--- src/rtl/edge_pwm_pkg.sv ---
package edge_pwm_pkg;
  typedef struct packed {
    logic wrap;
    logic tripForce;
  } pwmStrobe_t;

  localparam int unsigned REG_PERIOD = 0;
  localparam int unsigned REG_CMPA   = 1;
  localparam int unsigned REG_CMPB   = 2;
  localparam int unsigned REG_DBRISE = 3;
  localparam int unsigned REG_DBFALL = 4;
  localparam int unsigned REG_MODE   = 5;
endpackage

--- src/rtl/edge_pwm_delay.sv ---
module edge_pwm_delay #(
  parameter int DB_W = 8,
  parameter bit RISE = 1'b1
) (
  input  logic            clk,
  input  logic            rstN,
  input  logic            sigIn,
  input  logic [DB_W-1:0] delay,
  output logic            sigOut
);
  logic lvl;
  logic core;
  logic [DB_W-1:0] waitCnt;

  generate
    if (RISE) begin : g_rise
      assign lvl    = sigIn;
      assign sigOut = core;
    end else begin : g_fall
      assign lvl    = ~sigIn;
      assign sigOut = ~core;
    end
  endgenerate

  // core follows lvl falling at once, rising only after delay extra cycles
  always_ff @(posedge clk) begin
    if (!rstN) begin
      core    <= 1'b0;
      waitCnt <= '0;
    end else if (!lvl) begin
      core    <= 1'b0;
      waitCnt <= '0;
    end else if (!core) begin
      if (waitCnt == delay) core <= 1'b1;
      else                  waitCnt <= waitCnt + 1'b1;
    end
  end
endmodule

--- src/rtl/edge_pwm_ctrl.sv ---
module edge_pwm_ctrl
  import edge_pwm_pkg::*;
#(
  parameter int CNT_W = 16
) (
  input  logic             clk,
  input  logic             rstN,
  input  logic [CNT_W-1:0] period,
  input  logic             latchMode,
  input  logic             tripIn,
  input  logic             tripClr,
  output logic [CNT_W-1:0] cnt,
  output pwmStrobe_t       strobes
);
  logic [CNT_W-1:0] cntQ;
  logic tripQ;
  logic atEnd;

  assign atEnd = (cntQ >= period);

  always_ff @(posedge clk) begin
    if (!rstN) begin
      cntQ  <= '0;
      tripQ <= 1'b0;
    end else begin
      cntQ <= atEnd ? '0 : cntQ + 1'b1;
      if (tripIn)                 tripQ <= 1'b1;
      else if (latchMode)         tripQ <= tripClr ? 1'b0 : tripQ;
      else if (atEnd)             tripQ <= 1'b0;
    end
  end

  assign cnt               = cntQ;
  assign strobes.wrap      = atEnd;
  assign strobes.tripForce = tripQ;
endmodule

--- src/rtl/edge_pwm_datapath.sv ---
module edge_pwm_datapath
  import edge_pwm_pkg::*;
#(
  parameter int CNT_W  = 16,
  parameter int DB_W   = 8,
  parameter int ADDR_W = 3
) (
  input  logic              clk,
  input  logic              rstN,
  input  logic              wrEn,
  input  logic [ADDR_W-1:0] wrAddr,
  input  logic [CNT_W-1:0]  wrData,
  input  logic [CNT_W-1:0]  cnt,
  input  pwmStrobe_t        strobes,
  output logic [CNT_W-1:0]  period,
  output logic              latchMode,
  output logic              compMode,
  output logic              pwmA,
  output logic              pwmB
);
  localparam int NCH = 2;

  logic [CNT_W-1:0] periodQ;
  logic [DB_W-1:0]  dbRiseQ, dbFallQ;
  logic [1:0]       modeQ;
  logic [NCH-1:0]   rawOut;
  logic [NCH-1:0]   indQ;
  logic             redA, fedA;

  always_ff @(posedge clk) begin
    if (!rstN) begin
      periodQ <= '0;
      dbRiseQ <= '0;
      dbFallQ <= '0;
      modeQ   <= '0;
    end else if (wrEn) begin
      if (wrAddr == ADDR_W'(REG_PERIOD)) periodQ <= wrData;
      if (wrAddr == ADDR_W'(REG_DBRISE)) dbRiseQ <= wrData[DB_W-1:0];
      if (wrAddr == ADDR_W'(REG_DBFALL)) dbFallQ <= wrData[DB_W-1:0];
      if (wrAddr == ADDR_W'(REG_MODE))   modeQ   <= wrData[1:0];
    end
  end

  genvar ch;
  generate
    for (ch = 0; ch < NCH; ch++) begin : g_ch
      localparam logic [ADDR_W-1:0] MY_ADDR = ADDR_W'(REG_CMPA + ch);
      logic [CNT_W-1:0] shadowQ, activeQ;
      always_ff @(posedge clk) begin
        if (!rstN) begin
          shadowQ <= '0;
          activeQ <= '0;
          indQ[ch] <= 1'b0;
        end else begin
          if (strobes.wrap)              activeQ <= shadowQ;
          if (wrEn && wrAddr == MY_ADDR) shadowQ <= wrData;
          indQ[ch] <= rawOut[ch];
        end
      end
      assign rawOut[ch] = (cnt < activeQ);
    end
  endgenerate

  edge_pwm_delay #(.DB_W(DB_W), .RISE(1'b1)) uRise (
    .clk(clk), .rstN(rstN), .sigIn(rawOut[0]), .delay(dbRiseQ), .sigOut(redA)
  );
  edge_pwm_delay #(.DB_W(DB_W), .RISE(1'b0)) uFall (
    .clk(clk), .rstN(rstN), .sigIn(rawOut[0]), .delay(dbFallQ), .sigOut(fedA)
  );

  assign period    = periodQ;
  assign compMode  = modeQ[0];
  assign latchMode = modeQ[1];
  assign pwmA = (compMode ? redA  : indQ[0]) & ~strobes.tripForce;
  assign pwmB = (compMode ? ~fedA : indQ[1]) & ~strobes.tripForce;
endmodule

--- src/rtl/edge_pwm.sv ---
module edge_pwm
  import edge_pwm_pkg::*;
#(
  parameter int CNT_W  = 16,
  parameter int DB_W   = 8,
  parameter int ADDR_W = 3
) (
  input  logic              clk,
  input  logic              rstN,
  input  logic              wrEn,
  input  logic [ADDR_W-1:0] wrAddr,
  input  logic [CNT_W-1:0]  wrData,
  input  logic              tripIn,
  input  logic              tripClr,
  output logic              pwmA,
  output logic              pwmB
);
  logic [CNT_W-1:0] cnt;
  logic [CNT_W-1:0] period;
  logic latchMode, compMode, tripActive;
  pwmStrobe_t strobes;

  edge_pwm_ctrl #(.CNT_W(CNT_W)) uCtrl (
    .clk(clk), .rstN(rstN), .period(period), .latchMode(latchMode),
    .tripIn(tripIn), .tripClr(tripClr), .cnt(cnt), .strobes(strobes)
  );

  edge_pwm_datapath #(.CNT_W(CNT_W), .DB_W(DB_W), .ADDR_W(ADDR_W)) uDp (
    .clk(clk), .rstN(rstN), .wrEn(wrEn), .wrAddr(wrAddr), .wrData(wrData),
    .cnt(cnt), .strobes(strobes), .period(period), .latchMode(latchMode),
    .compMode(compMode), .pwmA(pwmA), .pwmB(pwmB)
  );

  assign tripActive = strobes.tripForce;
endmodule

--- config.mk ---
export PLATFORM = sky130hd
export DESIGN_NAME = edge_pwm
export DESIGN_NICKNAME = d
export VERILOG_FILES = /design/src/rtl/edge_pwm_pkg.sv /design/src/rtl/edge_pwm_delay.sv /design/src/rtl/edge_pwm_ctrl.sv /design/src/rtl/edge_pwm_datapath.sv /design/src/rtl/edge_pwm.sv
export SDC_FILE = /design/constraint.sdc
export NUM_CORES = 1
export LEC_CHECK = 0
export BUFFER_PORTS_ARGS = -buffer_cell sky130_fd_sc_hd__buf_4
export CAP_MARGIN = 20
export CORE_UTILIZATION = 50
export CTS_CLUSTER_DIAMETER = 40
export DETAILED_ROUTE_END_ITERATION = 10
export GPL_TIMING_DRIVEN = 0
export PLACE_DENSITY = 0.75
export SLEW_MARGIN = 40
export SYNTH_ARGS = -nofsm -noshare
export SYNTH_HDL_FRONTEND = slang
export SYNTH_SLANG_ARGS = --single-unit
--- constraint.sdc ---
create_clock -name clk -period 2.85 [get_ports clk]
set_clock_uncertainty 0.1 [all_clocks]
set_input_delay 0.1425 -clock clk [delete_from_list [all_inputs] [get_ports clk]]
set_output_delay 0.1425 -clock clk [all_outputs]
set_load 0.02 [all_outputs]
# --- Word level (Yosys, flattened, before mapping) ---
# Index checks and enable logic that the tools add are counted.
word_totals:
  wordCells: 62
  input_bits: 24
  out_inout_bits: 2
  regBits: 135
classes:
  n_mux: 10
  n_bitwise: 8
  eq_ne: 8
  n_reduce_logical: 14
  magnitude_cmp: 3
  add_sub_neg: 3
op_table:
  columns: ["op", "count"]
  rows:
  - ["$lt 16x16->1", 2]
  - ["$add 16x1->16 const B", 1]
  - ["$add 8x1->8 const B", 2]
  - ["$eq 8x8->1", 2]
  - ["$ge 16x16->1", 1]
  - ["$reduce_and 2->1", 8]
  - ["$mux 1", 10]
  - ["$eq 3x2->1 const B", 2]
  - ["$eq 3x3->1 const B", 2]
  - ["$not 1->1", 6]
  - ["$reduce_or 2->1", 2]
  - ["$eq 3x1->1 const B", 1]
  - ["$logic_not 3->1", 1]
  - ["$ne 3x3->1 const B", 1]
  - ["$reduce_bool 3->1", 1]
  - ["$and 1x1->1", 2]
  - ["$logic_and 1x1->1", 2]

# --- Longest topological paths before layout ---
logic_depth:
  ltp_word: 4
  ltp_mapped: 10
  ltp_nobuf: 7

# --- Cells and area by module ---
# Synthesis repeated with hierarchy kept, for this count alone.
unflattened:
  cells_unflattened: 757
  area_unflattened_um2: 6764.0
modules_own_cells:
  columns: ["module", "instances", "seq_area_each_um2", "area_each_um2", "cells_per_inst"]
  rows:
  - ["edge_pwm_datapath", 1, 2001.9, 4560.6, 503]
  - ["edge_pwm_ctrl", 1, 340.3, 1152.4, 134]
  - ["edge_pwm_delay (uDp.uFall)", 1, 180.2, 541.8, 63]
  - ["edge_pwm_delay (uDp.uRise)", 1, 180.2, 509.2, 57]

# --- Worst setup path before layout ---
# Ideal clock, no wire load.
synth_path:
  path_kind: "reg2reg"
  start: "register uCtrl.cntQ[0] (netlist: uCtrl.cnt[0])"
  end: "register uDp.g_ch[0].activeQ[0]"
  required_time_ns: 2.678
  path_slack_ns: 0.693
  stages_incl_launch_ff: 11
  arrival_time_ns: 1.985
  path_cell_list: "dfxtp_1 -> inv_1 -> ha_1 -> nand2b_4 -> a2111oi_2 -> o21a_1 -> o211a_1 -> buf_6 -> buf_8 -> buf_12 -> mux2i_1"
synth_between:
  elab_chain_cells: 1
synth_lines:
  columns: ["element", "line_no", "rtl"]
  rows:
  - ["start, declared", "edge_pwm_ctrl.sv:15", "logic [CNT_W-1:0] cntQ;"]
  - ["start signal, assigned", "edge_pwm_ctrl.sv:26", "cntQ <= atEnd ? '0 : cntQ + 1'b1;"]
  - ["$ge 16x16->1", "edge_pwm_ctrl.sv:19", "assign atEnd = (cntQ >= period);"]
  - ["end signal, assigned", "edge_pwm_datapath.sv:55", "if (strobes.wrap) activeQ <= shadowQ;"]
  - ["end, declared", "edge_pwm_datapath.sv:48", "logic [CNT_W-1:0] shadowQ, activeQ;"]
# Every way passes these cells.
# A chain may end at the register's enable or synchronous reset.

# --- Final worst setup path ---
layout_path:
  start: "register uCtrl.cntQ[5] (netlist: uCtrl.cnt[5])"
  end: "register uDp.indQ[1]"
layout_between:
  elab_chain_cells: 1
layout_lines:
  columns: ["element", "line_no", "rtl"]
  rows:
  - ["$lt 16x16->1", "edge_pwm_datapath.sv:60", "assign rawOut[ch] = (cnt < activeQ);"]
  - ["end signal, assigned by index", "edge_pwm_datapath.sv:57", "indQ[ch] <= rawOut[ch];"]
  - ["end, declared", "edge_pwm_datapath.sv:27", "logic [NCH-1:0] indQ;"]
# Every way passes these cells.

==> reports/results.ini <==
[grt]
antenna_found_initial=0
grt_max_degree=17
grt_pass1_wl_um=25600
grt_overflow=0
grtUsageTotal_pct=23.5
first_global_vias=5089

[yosys]
synth-compound-area-share_pct=12.5
synth_cells=784
synth_mux_area_share_pct=5.64
yosys_warnings=0
synth_area_um2=6740
synthTopCellsByArea=dfxtp_1 40%, nand2_1 12%, ha_1 9.1%
synthArstFlopShare_pct=0
synth-edff-count=0
synthAdderAreaFrac_pct=9.09
yosysSeqAreaShare_pct=40.1
synthTopCellsByCount=216 x nand2_1, 135 x dfxtp_1, 60 x a21boi_0, 49 x ha_1, 48 x inv_1
ys_ff_latch=135
avgSynthCellArea_um2=8.60
yosysTopAreaCellShare_pct=40.1
synthXorXnorAreaFrac_pct=5.72
synth_cell_type_count=51
yosysMostFrequentCell=nand2_1
synth_top_family_by_area=simple AND/OR/NAND/NOR gates
synthSimpleGateAreaFrac_pct=21.7
synth_top_flop_cell=dfxtp_1
synth_area_leader_cell=dfxtp_1
synthesis.nets=857

[clocking]
clkTransAtPathRegs_ps=60
clock_latency_ps=420
cts_tree=yes
cts.sinks=135
post_cts_buffers=0
ctsHoldBuffers=19
cts_htree_levels=4
clockRootBuffer=clkbuf_16
cts_resized=0
numCtsBuffers=17
cts_buffer_depth=2

[power_and_ir_drop]
ir_drop_mv=0.375
p_per_area_nw_per_um2=599
p_leak_nw=3.18

[hold_path]
min_to=uCtrl.tripQ
hold_start=tripClr
hold-path-cell-count=3
hold_path_class=input port to flop

[timing]
setup-tns-final_ps=0
period_share_pct=91.1
period_minus_slack_ps=2600
finalHoldViolCount=0
max_freq_ghz=0.385
maxSlewViolCount=0
max-slew-margin-rel_pct=49.1
setup_viol=0
rsz0062_at_grt=false
worst_pin_slew_ps=757

[detailed_routing]
wirelength_um=15200
vias_per_cell=5.14
antenna_left=0
wl_per_cell_um=14.7
remaining_drc_errors=0
drt_iter0_markers=305
vias=5335
dr.pass1.iters=5

[cells_and_area]
drive_above_1_share_pct=8.94
final_nets=921
fill_cells=1123
stdcell_area_um2=7960
area_growth_pct=18.0
diodes=0

[setup_path]
critPathKind=flop to flop
cp_data_required_time_ps=3040
crit_path_top_delay_cell=dfxtp_1
r2r_cells=6
max_stage_delay_ps=580
crit_arrival_ps=2790
r2r_slack_ps=250
crit_path_end_kind=flop
path_cells=ha_1, a21o_1, a2111oi_0, o21ai_1, a221o_1, a41oi_1
worstPathMaxFanout=9
reg2reg_from=uCtrl.cnt[5]
startpoint_type=flop
reg2reg_to=uDp.indQ[1]

[floorplan]
die_w_um=118
fp.coreArea_um2=13200
start_util_pct=51.1
io_pins=26
rows=42
fp.dieH_um=118
design.die.area_um2=14000

[place]
place.port_buffers=25
dpl-instance-area_um2=7150
dp_hpwl_um=10900
place_congestion=0.809

[job]
max-cap-violations=0

[outcome]
status=finished clean

==> how the worst max path moves through the flow <==
stage	to	slack, ps	startpoint
detailed placement	uDp.indQ[1]	330	uCtrl.cnt[5]
finish	uDp.indQ[1]	250	uCtrl.cnt[5]
CTS	uDp.indQ[1]	310	uCtrl.cnt[5]
floorplan	uDp.g_ch[0].activeQ[0]	690	uCtrl.cnt[0]
global route	uDp.indQ[1]	140	uCtrl.cnt[5]
global placement	uDp.indQ[1]	360	uCtrl.cnt[5]
==> layout by cell type (no fill, tap or decap), types with 21 or more instances in the layout <==
| cell type | synthesis | final |
|---|---|---|
| a21boi_0 | 60 | 60 |
| nand2_1 | 216 | 216 |
| dfxtp_1 | 135 | 135 |
| inv_1 | 48 | 48 |
| nor2_1 | 22 | 22 |
| buf_4 | 1 | 26 |
| mux2i_1 | 38 | 38 |
| xor2_1 | 21 | 21 |
| ha_1 | 49 | 49 |
| xnor2_1 | 23 | 23 |
| clkbuf_1 | 24 | 24 |
| a21oi_1 | 21 | 21 |
==> worst max-delay path: cells and delay by family, from the launching register on <==
kind	cells	cell delay [ps]
adders and majority gates	1	340
DFF	1	580
AOI/OAI and AO/OA	5	1450
==> area by class of cell <==
class | count | area, µm² | area share [%]
clock inverter | 13 | 154 | 1.93
buffer | 31 | 171 | 2.15
inverter | 48 | 180 | 2.26
sequential | 135 | 2700 | 34.0
timing repair buffer | 45 | 383 | 4.81
multi-input combinational | 570 | 3690 | 46.4
tap | 176 | 220 | 2.77
clock buffer | 19 | 453 | 5.69
==> power by group <==
| part | total, mW | switching, mW | leakage [nW] | internal, mW |
|---|---|---|---|---|
| logic | 0.545 | 0.298 | 1.80 | 0.248 |
| registers | 1.98 | 0.0450 | 1.09 | 1.94 |
| clock network | 2.23 | 0.822 | 0.291 | 1.41 |
| total | 4.76 | 1.16 | 3.18 | 3.60 |
==> cell families after synthesis <==
family / Yosys count
muxes: 38
and+or+nand+nor: 321
buffers and inverters: 79
xor gates and xnor gates: 44
adders and majority gates: 49
DFF: 135
AOI/OAI and AO/OA: 118
==> sequential cells by signal (all words and copies together), names as in the netlist <==
register,count
uCtrl.cnt,16
uCtrl.tripQ,1
uDp.dbFallQ,8
uDp.dbRiseQ,8
uDp.g_ch.activeQ,32
uDp.g_ch.shadowQ,32
uDp.indQ,2
uDp.modeQ,2
uDp.period,16
uDp.uFall.core,1
uDp.uFall.waitCnt,8
uDp.uRise.sigOut,1
uDp.uRise.waitCnt,8
==> per-layer routing <==
layer	GRT usage [%]	up-vias	share of wire, %	wire, µm
met5	0	-	0	0
met4	8.57	0	1.9	290
met3	4.75	20	5.1	777
met2	37.4	103	45	6890
met1	31.3	2463	48	7280
li1	-	2749	-	-
==> metrics by stage <==
stage                     power, mW  hold WS (ps)  util (%)  instances  setup slack, ps
after CTS                      4.77          64.0      60.3       1037              311
after global routing           4.94          94.6      60.3       1037              138
final                          4.76          72.7      60.3       1037              254
after global placement         2.54           272      54.2        985              360
after floorplan                2.38           177         -        784              693
after detailed placement       2.54           280      54.2        986              329
(Power assumes the default switching activity.)
